==> config.mk <==
export PLATFORM = sky130hd
export DESIGN_NAME = rx_dest_filter
export DESIGN_NICKNAME = d
export VERILOG_FILES = /design/src/rtl/rx_dest_filter_pkg.sv /design/src/rtl/rdf_byte_seq.sv /design/src/rtl/rdf_hash_acc.sv /design/src/rtl/rdf_addr_cmp.sv /design/src/rtl/rdf_hash_table.sv /design/src/rtl/rx_dest_filter.sv
export SDC_FILE = /design/constraint.sdc
export NUM_CORES = 1
export LEC_CHECK = 0
export BUFFER_PORTS_ARGS = -buffer_cell sky130_fd_sc_hd__buf_4
export CORE_ASPECT_RATIO = 0.75
export CORE_MARGIN = 3
export CORE_UTILIZATION = 35
export CTS_BUF_LIST = sky130_fd_sc_hd__clkbuf_8
export DETAILED_ROUTE_END_ITERATION = 10
export HOLD_SLACK_MARGIN = 0.05
export PLACE_DENSITY = 0.6
export SYNTH_ARGS = -nofsm -noshare
export SYNTH_HDL_FRONTEND = slang
export SYNTH_SLANG_ARGS = --single-unit
export TNS_END_PERCENT = 1
==> constraint.sdc <==
create_clock -name clk -period 6.3 [get_ports clk]
set_input_delay 1.26 -clock clk [delete_from_list [all_inputs] [get_ports clk]]
set_output_delay 1.26 -clock clk [all_outputs]
set_load 0.01 [all_outputs]
==> src/rtl/rx_dest_filter_pkg.sv <==
// Shared types and the per-byte hash term for the receive destination filter.
// Assumes a 6-bit table index (64-entry table); the fold below depends on it.
package rx_dest_filter_pkg;

    localparam int HASH_W = 6;

    typedef enum logic [2:0] {
        RSN_REJECT  = 3'd0,
        RSN_PROMISC = 3'd1,
        RSN_BCAST   = 3'd2,
        RSN_GROUP   = 3'd3,
        RSN_STATION = 3'd4
    } reason_e;

    // Shifted contribution of one address byte; the shift pair repeats every three bytes.
    function automatic logic [HASH_W-1:0] byte_fold(input logic [7:0] b, input int unsigned pos);
        logic [HASH_W-1:0] t;
        case (pos % 3)
            0:       t = b[7:2] ^ {b[1:0], 4'b0000};
            1:       t = {2'b00, b[7:4]} ^ {b[3:0], 2'b00};
            default: t = {4'b0000, b[7:6]} ^ b[5:0];
        endcase
        return t;
    endfunction

endpackage

==> src/rtl/rdf_byte_seq.sv <==
// Byte sequencer: decides which strobed bytes belong to the current address
// and at which position. Assumes rx_first marks byte 0; bytes beyond the
// last position are dropped until the next rx_first.
module rdf_byte_seq #(
    parameter int ADDR_BYTES = 6,
    parameter int POS_W      = $clog2(ADDR_BYTES + 1)
) (
    input  logic             clk,
    input  logic             rst_n,
    input  logic             rx_valid,
    input  logic             rx_first,
    output logic             take,
    output logic [POS_W-1:0] cur_pos,
    output logic             last
);
    localparam logic [POS_W-1:0] LAST_POS = POS_W'(ADDR_BYTES - 1);
    localparam logic [POS_W-1:0] FULL_POS = POS_W'(ADDR_BYTES);

    logic [POS_W-1:0] pos_q;

    assign cur_pos = rx_first ? '0 : pos_q;
    assign take    = rx_valid && (rx_first || (pos_q != '0 && pos_q < FULL_POS));
    assign last    = take && (cur_pos == LAST_POS);

    // Advance the position of the next expected byte.
    always_ff @(posedge clk) begin
        if (!rst_n) begin
            pos_q <= '0;
        end else if (take) begin
            pos_q <= cur_pos + POS_W'(1);
        end
    end
endmodule

==> src/rtl/rdf_hash_acc.sv <==
// Hash accumulator: XOR-folds address bytes into a 6-bit table index.
// Assumes cur_pos is valid whenever take is high; hash_idx includes the
// byte currently presented so the last byte needs no extra cycle.
module rdf_hash_acc
    import rx_dest_filter_pkg::*;
#(
    parameter int POS_W = 3
) (
    input  logic              clk,
    input  logic              rst_n,
    input  logic              take,
    input  logic [POS_W-1:0]  cur_pos,
    input  logic [7:0]        rx_byte,
    output logic [HASH_W-1:0] hash_idx
);
    logic [HASH_W-1:0] acc_q;
    logic [HASH_W-1:0] seed;

    assign seed     = (cur_pos == '0) ? '0 : acc_q;
    assign hash_idx = seed ^ byte_fold(rx_byte, 32'(cur_pos));

    // Hold the partial fold between bytes.
    always_ff @(posedge clk) begin
        if (!rst_n) begin
            acc_q <= '0;
        end else if (take) begin
            acc_q <= hash_idx;
        end
    end
endmodule

==> src/rtl/rdf_addr_cmp.sv <==
// Address classifier: tracks, byte by byte, whether the address is all ones,
// equal to the station address, and has its group bit set. Outputs include
// the current byte. Assumes station_addr[47:40] is the first wire byte.
module rdf_addr_cmp #(
    parameter int ADDR_BYTES = 6,
    parameter int POS_W      = 3
) (
    input  logic                    clk,
    input  logic                    rst_n,
    input  logic                    take,
    input  logic [POS_W-1:0]        cur_pos,
    input  logic [7:0]              rx_byte,
    input  logic [8*ADDR_BYTES-1:0] station_addr,
    output logic                    is_bcast,
    output logic                    is_group,
    output logic                    is_station
);
    logic       ones_q, eq_q, grp_q;
    logic       head;
    logic       ones_in, eq_in, grp_in;
    logic [7:0] st_byte;

    assign head = (cur_pos == '0);

    // Pick the station byte matching the current position.
    always_comb begin
        st_byte = '0;
        for (int i = 0; i < ADDR_BYTES; i++) begin
            if (cur_pos == POS_W'(i)) st_byte = station_addr[8*(ADDR_BYTES-1-i) +: 8];
        end
    end

    assign ones_in = (head ? 1'b1 : ones_q) && (rx_byte == 8'hFF);
    assign eq_in   = (head ? 1'b1 : eq_q) && (rx_byte == st_byte);
    assign grp_in  = head ? rx_byte[0] : grp_q;

    assign is_bcast   = ones_in;
    assign is_station = eq_in;
    assign is_group   = grp_in && !ones_in;

    // Carry the running flags across bytes.
    always_ff @(posedge clk) begin
        if (!rst_n) begin
            ones_q <= 1'b0;
            eq_q   <= 1'b0;
            grp_q  <= 1'b0;
        end else if (take) begin
            ones_q <= ones_in;
            eq_q   <= eq_in;
            grp_q  <= grp_in;
        end
    end
endmodule

==> src/rtl/rdf_hash_table.sv <==
// Hash table: host-loaded registers forming one flat bit table, plus the
// lookup of one bit by index. Assumes the table size is a multiple of REG_W.
module rdf_hash_table
    import rx_dest_filter_pkg::*;
#(
    parameter int REG_W    = 32,
    parameter int TBL_BITS = 1 << HASH_W,
    parameter int TBL_REGS = TBL_BITS / REG_W
) (
    input  logic                clk,
    input  logic                rst_n,
    input  logic [TBL_REGS-1:0] wr_en,
    input  logic [REG_W-1:0]    wdata,
    input  logic [HASH_W-1:0]   idx,
    output logic                hit,
    output logic [TBL_BITS-1:0] table_q
);
    for (genvar r = 0; r < TBL_REGS; r++) begin : g_reg
        logic [REG_W-1:0] reg_q;

        // Load one table register from the host.
        always_ff @(posedge clk) begin
            if (!rst_n) begin
                reg_q <= '0;
            end else if (wr_en[r]) begin
                reg_q <= wdata;
            end
        end

        assign table_q[r*REG_W +: REG_W] = reg_q;
    end

    assign hit = table_q[idx];
endmodule

==> src/rtl/rx_dest_filter.sv <==
// Receive destination address filter (top). Takes the destination address
// byte-serially and, one cycle after the last byte, reports accept and the
// rule that accepted it. Assumes a single address in flight at a time.
module rx_dest_filter
    import rx_dest_filter_pkg::*;
#(
    parameter int ADDR_BYTES = 6,
    parameter int REG_W      = 32,
    parameter int TBL_BITS   = 1 << HASH_W,
    parameter int TBL_REGS   = TBL_BITS / REG_W,
    parameter int POS_W      = $clog2(ADDR_BYTES + 1)
) (
    input  logic                    clk,
    input  logic                    rst_n,
    input  logic [TBL_REGS-1:0]     tbl_wr_en,
    input  logic [REG_W-1:0]        tbl_wdata,
    input  logic [8*ADDR_BYTES-1:0] station_addr,
    input  logic                    promisc_en,
    input  logic                    bcast_en,
    input  logic                    ucast_en,
    input  logic                    rx_valid,
    input  logic                    rx_first,
    input  logic [7:0]              rx_byte,
    output logic                    dec_valid,
    output logic                    dec_accept,
    output logic [2:0]              dec_reason
);
    logic              seq_take, seq_last;
    logic [POS_W-1:0]  seq_pos;
    logic [HASH_W-1:0] hash_idx;
    logic              is_bcast, is_group, is_station;
    logic              tbl_hit;
    logic [TBL_BITS-1:0] table_q;
    logic              accept_c;
    reason_e           reason_c;
    logic              valid_q, accept_q;
    reason_e           reason_q;

    rdf_byte_seq #(.ADDR_BYTES(ADDR_BYTES), .POS_W(POS_W)) u_seq (
        .clk(clk), .rst_n(rst_n), .rx_valid(rx_valid), .rx_first(rx_first),
        .take(seq_take), .cur_pos(seq_pos), .last(seq_last)
    );

    rdf_hash_acc #(.POS_W(POS_W)) u_hash (
        .clk(clk), .rst_n(rst_n), .take(seq_take), .cur_pos(seq_pos),
        .rx_byte(rx_byte), .hash_idx(hash_idx)
    );

    rdf_addr_cmp #(.ADDR_BYTES(ADDR_BYTES), .POS_W(POS_W)) u_cmp (
        .clk(clk), .rst_n(rst_n), .take(seq_take), .cur_pos(seq_pos),
        .rx_byte(rx_byte), .station_addr(station_addr),
        .is_bcast(is_bcast), .is_group(is_group), .is_station(is_station)
    );

    rdf_hash_table #(.REG_W(REG_W), .TBL_BITS(TBL_BITS), .TBL_REGS(TBL_REGS)) u_tbl (
        .clk(clk), .rst_n(rst_n), .wr_en(tbl_wr_en), .wdata(tbl_wdata),
        .idx(hash_idx), .hit(tbl_hit), .table_q(table_q)
    );

    // Any enabled rule keeps the frame.
    assign accept_c = promisc_en || (is_bcast && bcast_en) ||
                      (is_group && tbl_hit) || (is_station && ucast_en);

    // Fixed-priority choice of the reporting rule.
    always_comb begin
        if (promisc_en)                reason_c = RSN_PROMISC;
        else if (is_bcast && bcast_en) reason_c = RSN_BCAST;
        else if (is_group && tbl_hit)  reason_c = RSN_GROUP;
        else if (is_station && ucast_en) reason_c = RSN_STATION;
        else                           reason_c = RSN_REJECT;
    end

    // Register the decision on the last address byte.
    always_ff @(posedge clk) begin
        if (!rst_n) begin
            valid_q  <= 1'b0;
            accept_q <= 1'b0;
            reason_q <= RSN_REJECT;
        end else begin
            valid_q <= seq_last;
            if (seq_last) begin
                accept_q <= accept_c;
                reason_q <= reason_c;
            end
        end
    end

    assign dec_valid  = valid_q;
    assign dec_accept = accept_q;
    assign dec_reason = reason_q;
endmodule

==> results by group <==
Place
  – Detailed placement HPWL: between 10000 and 15000 um
  – Number of port buffers: ~100
  – Pre-CTS setup slack: approximately 0.44 ns
  – GPL Wtd Cong: roughly 0.90

Setup path
  – Delay of the slowest critical-path stage: between 0.7 and 0.8 ns
  – WS Path Type: in -> reg
  – CP arrival: around 5.7 ns
  – R2R cell count: 16
  – Worst reg2reg setup slack: about 1.5 ns
  – Critical path launch point type: input pin
  – Critical R2R Launch: u_seq.pos_q[0]$_SDFFE_PN0P_
  – Slowest-stage cell, CP: xnor2_2
  – Critical Path Fanout Max: 17
  – CP cell instances: buf_4 > and2b_1 > inv_2 > ha_1 > nand2_1 > o21ai_0 > ha_1 > or4b_1 > a21o_1 > o21ai_0 > o31ai_4 > xnor2_2 > mux2i_1 > mux2i_1 > a311o_1 > a41oi_2 > a311oi_2
  – Crit path launch: rx_first
  – FF-to-FF End: dec_reason[1]$_SDFFE_PN0P_
  – Critical path endpoint: dec_reason[1]$_SDFFE_PN0P_
  – Critical Path RT: roughly 6.5 ns
  – Kind of end point of the critical path: flop

Power and ir drop
  – Pwr Density: 184.4 nW/um^2
  – Maximum vdd drop: between 90 and 100 uV
  – P_leak: around 2.8 nW

Clocking
  – H-tree depth: 3
  – Clock Tree Root: clkbuf_8
  – CTS Sinks: 81
  – CTS buffer count: 9
  – Clk buf depth: 2
  – Post-CTS sizing: 0
  – Worst skew pair latency: 0.37 ns
  – Post-CTS setup buffers: 0
  – CTS tree: done
  – Clock-pin slew on the worst setup and hold paths: roughly 0.08 ns
  – Hold_buf cts: 0

Timing
  – Slew @ Worst Pin: roughly 1.0 ns
  – Relative slew slack: about a third
  – Unrepaired setup endpoints after global routing: false
  – Crit share post-route: between 80 and 90%
  – Worst Skew: roughly 0.0075 ns
  – Crit path time final: 5.514 ns
  – Max Slew Vio Count: 0
  – Fmax: around 0.18 GHz
  – Setup violators final: 0
  – Endpoints failing hold: 0
  – PnR worst setup slack: between 0.7 and 0.8 ns
  – Total negative setup slack: 0 ns

Routing
  – DRT Pass-1 Iters: 7
  – Avg WL per Cell: around 18 um
  – Via density: ~5.8
  – Iteration-0 DRC Markers: 608
  – Antenna viol nets, final: 0
  – Residual DRC: 0
  – Via count: approximately 6500
  – WL final: 20150 um

Flow run
  – Max Cap Viol: 0

Synthesis
  – Synth area leaders: dfxtp_1, mux2i_1, nand2_1
  – Post-Synthesis Cells: between 800 and 900
  – Synth cell types: 64
  – Post-synth EDFFs: 0
  – Sequential fraction of the synthesis area: 26.50%
  – Syn nets: between 900 and 1000
  – Yosys top cell by area: dfxtp_1
  – Warnings, synthesis: 0
  – Post-synth top area share: between 20% and 30%
  – Async S/R FF share, synth: 0%
  – Ys flop type: dfxtp_1
  – Mapped Avg Cell Area: approximately 7.5 um^2
  – Yosys reg bits: between 80 and 90
  – Mapped cell area: 6120 um^2

Min path
  – Hold Path Class: reg -> reg
  – Worst Hold Path Cells: 2

Die
  – Die height: roughly 120 um
  – Starting density of the core: 36.04%
  – Core region area: 16980 um^2
  – Die Area: ~19000 um^2
  – IO Count: around 100
  – # rows: 41
  – Die width: between 150 and 200 um

Cells and area
  – Share of layout cells above drive strength 1: 17.81%
  – # diodes: 0
  – FILL cells: roughly 1800
  – Commonest non-fill, non-tap cell in the layout: buf_4
  – Commonest cells after routing, fill and taps aside: buf_4, nand2_1, nor2_1, nand3_1, dfxtp_1
  – Area growth from synthesis to layout: 18.63%
  – Final nets: between 900 and 1000

Global route
  – Grt ovf: 0
  – Largest net degree at the start of global routing: between 70 and 80
  – Initial antenna violation count: 0
  – Vias in the first global route: approximately 5600
  – Global-route wire length before repair: roughly 31000 um
  – Global Route Usage Sum: around a fifth

Run status
  – Status: complete, no violations
through the flow:
stage | utilization [%] | cell area [um^2] | hold slack [ns] | total power (W) | instances
finish | 42.75 | 7259 | 0.4660 | 0.001339 | 1123
global route | 42.75 | 7259 | 0.4935 | 0.001416 | 1123
CTS | 42.75 | 7259 | 0.4629 | 0.001346 | 1123
detailed placement | 41.68 | 7078 | 0.4508 | 0.0009868 | 1107
global placement | 41.68 | 7078 | 0.4479 | 0.0009835 | 1107
floorplan | - | 6120 | 0.4319 | 0.0008454 | 821
layer usage:
metal | wire length, um | share of wire, % | GRT usage, %
met1 | 10280 | 51 | 34.08
met4 | 119 | 0.59 | 3.278
met2 | 8072 | 40 | 27.06
met5 | 0 | 0 | 0
met3 | 1672 | 8.3 | 4.293
worst max-delay path: cells and delay by family:
| kind | cells | cell delay [ns] |
|---|---|---|
| xor+xnor | 1 | 0.74 |
| buf+inv | 2 | 0.27 |
| mux | 2 | 0.38 |
| simple gates | 3 | 0.86 |
| fa+ha+maj | 2 | 0.55 |
| compound gates | 7 | 1.66 |
flip-flops by register name, summed over array words and instances (netlist names):
signal / count
u_hash.acc_q: 6
dec_accept: 1
u_seq.pos_q: 3
u_tbl.g.reg_q: 64
dec_valid: 1
dec_reason: 3
u_cmp.ones_q: 1
u_cmp.grp_q: 1
u_cmp.eq_q: 1
power by group:
part           internal [W]  switching [W]
Combinational      0.000172       0.000230
Clock              0.000162       0.000195
Sequential         0.000542      0.0000371
area by class of cell:
cell class	instances	area, um^2	share of cell area, %
clock buffer	11	151.4	2.085
clock inverter	5	30.03	0.4137
inverter	11	41.29	0.5688
multi-input combinational	655	4189	57.70
sequential	81	1622	22.34
tap	236	295.3	4.068
timing repair buffer	124	930.9	12.82
cell usage after synthesis, types with 4 or more instances:
master,n
o311ai_0,6
a31oi_1,12
a41oi_1,21
xnor2_1,10
nand2_1,120
nor2_1,88
mux2i_1,75
a311o_1,4
nor4_1,4
nand3b_1,7
nor3_1,14
nand3_1,86
a211oi_1,11
a221oi_1,29
o21ai_0,21
nor2b_1,11
xor2_1,9
or2_2,4
ha_1,7
dfxtp_1,81
or3_1,15
buf_2,6
a21oi_1,18
and4b_1,5
nand2b_1,7
inv_1,10
buf_1,12
clkbuf_1,53
a2111oi_0,17
logic make-up after synthesis:
family                   Yosys count  share of synthesized area (%)
adder cells (fa/ha/maj)            7                          1.431
XOR/XNOR                          20                          2.985
AO/OA/AOI/OAI                    177                          22.55
buffers and inverters             85                          5.704
AND/OR/NAND/NOR                  376                          28.56
multiplexers                      75                          12.27
flip-flops                        81                          26.50
how the worst min path moves through the flow:
stage / slack, ns / end / startpoint
6_report: 0.47 / u_hash.acc_q[5]$_SDFFE_PN0P_ / u_hash.acc_q[5]$_SDFFE_PN0P_
5_1_grt: 0.49 / u_hash.acc_q[3]$_SDFFE_PN0P_ / u_hash.acc_q[3]$_SDFFE_PN0P_
4_1_cts: 0.46 / u_hash.acc_q[5]$_SDFFE_PN0P_ / u_hash.acc_q[5]$_SDFFE_PN0P_
3_5_place_dp: 0.45 / u_hash.acc_q[5]$_SDFFE_PN0P_ / u_hash.acc_q[5]$_SDFFE_PN0P_
3_3_place_gp: 0.45 / u_hash.acc_q[5]$_SDFFE_PN0P_ / u_hash.acc_q[5]$_SDFFE_PN0P_
2_1_floorplan: 0.43 / u_cmp.eq_q$_SDFFE_PN0P_ / u_cmp.eq_q$_SDFFE_PN0P_
Note: power is estimated with default switching activity, not from simulation.
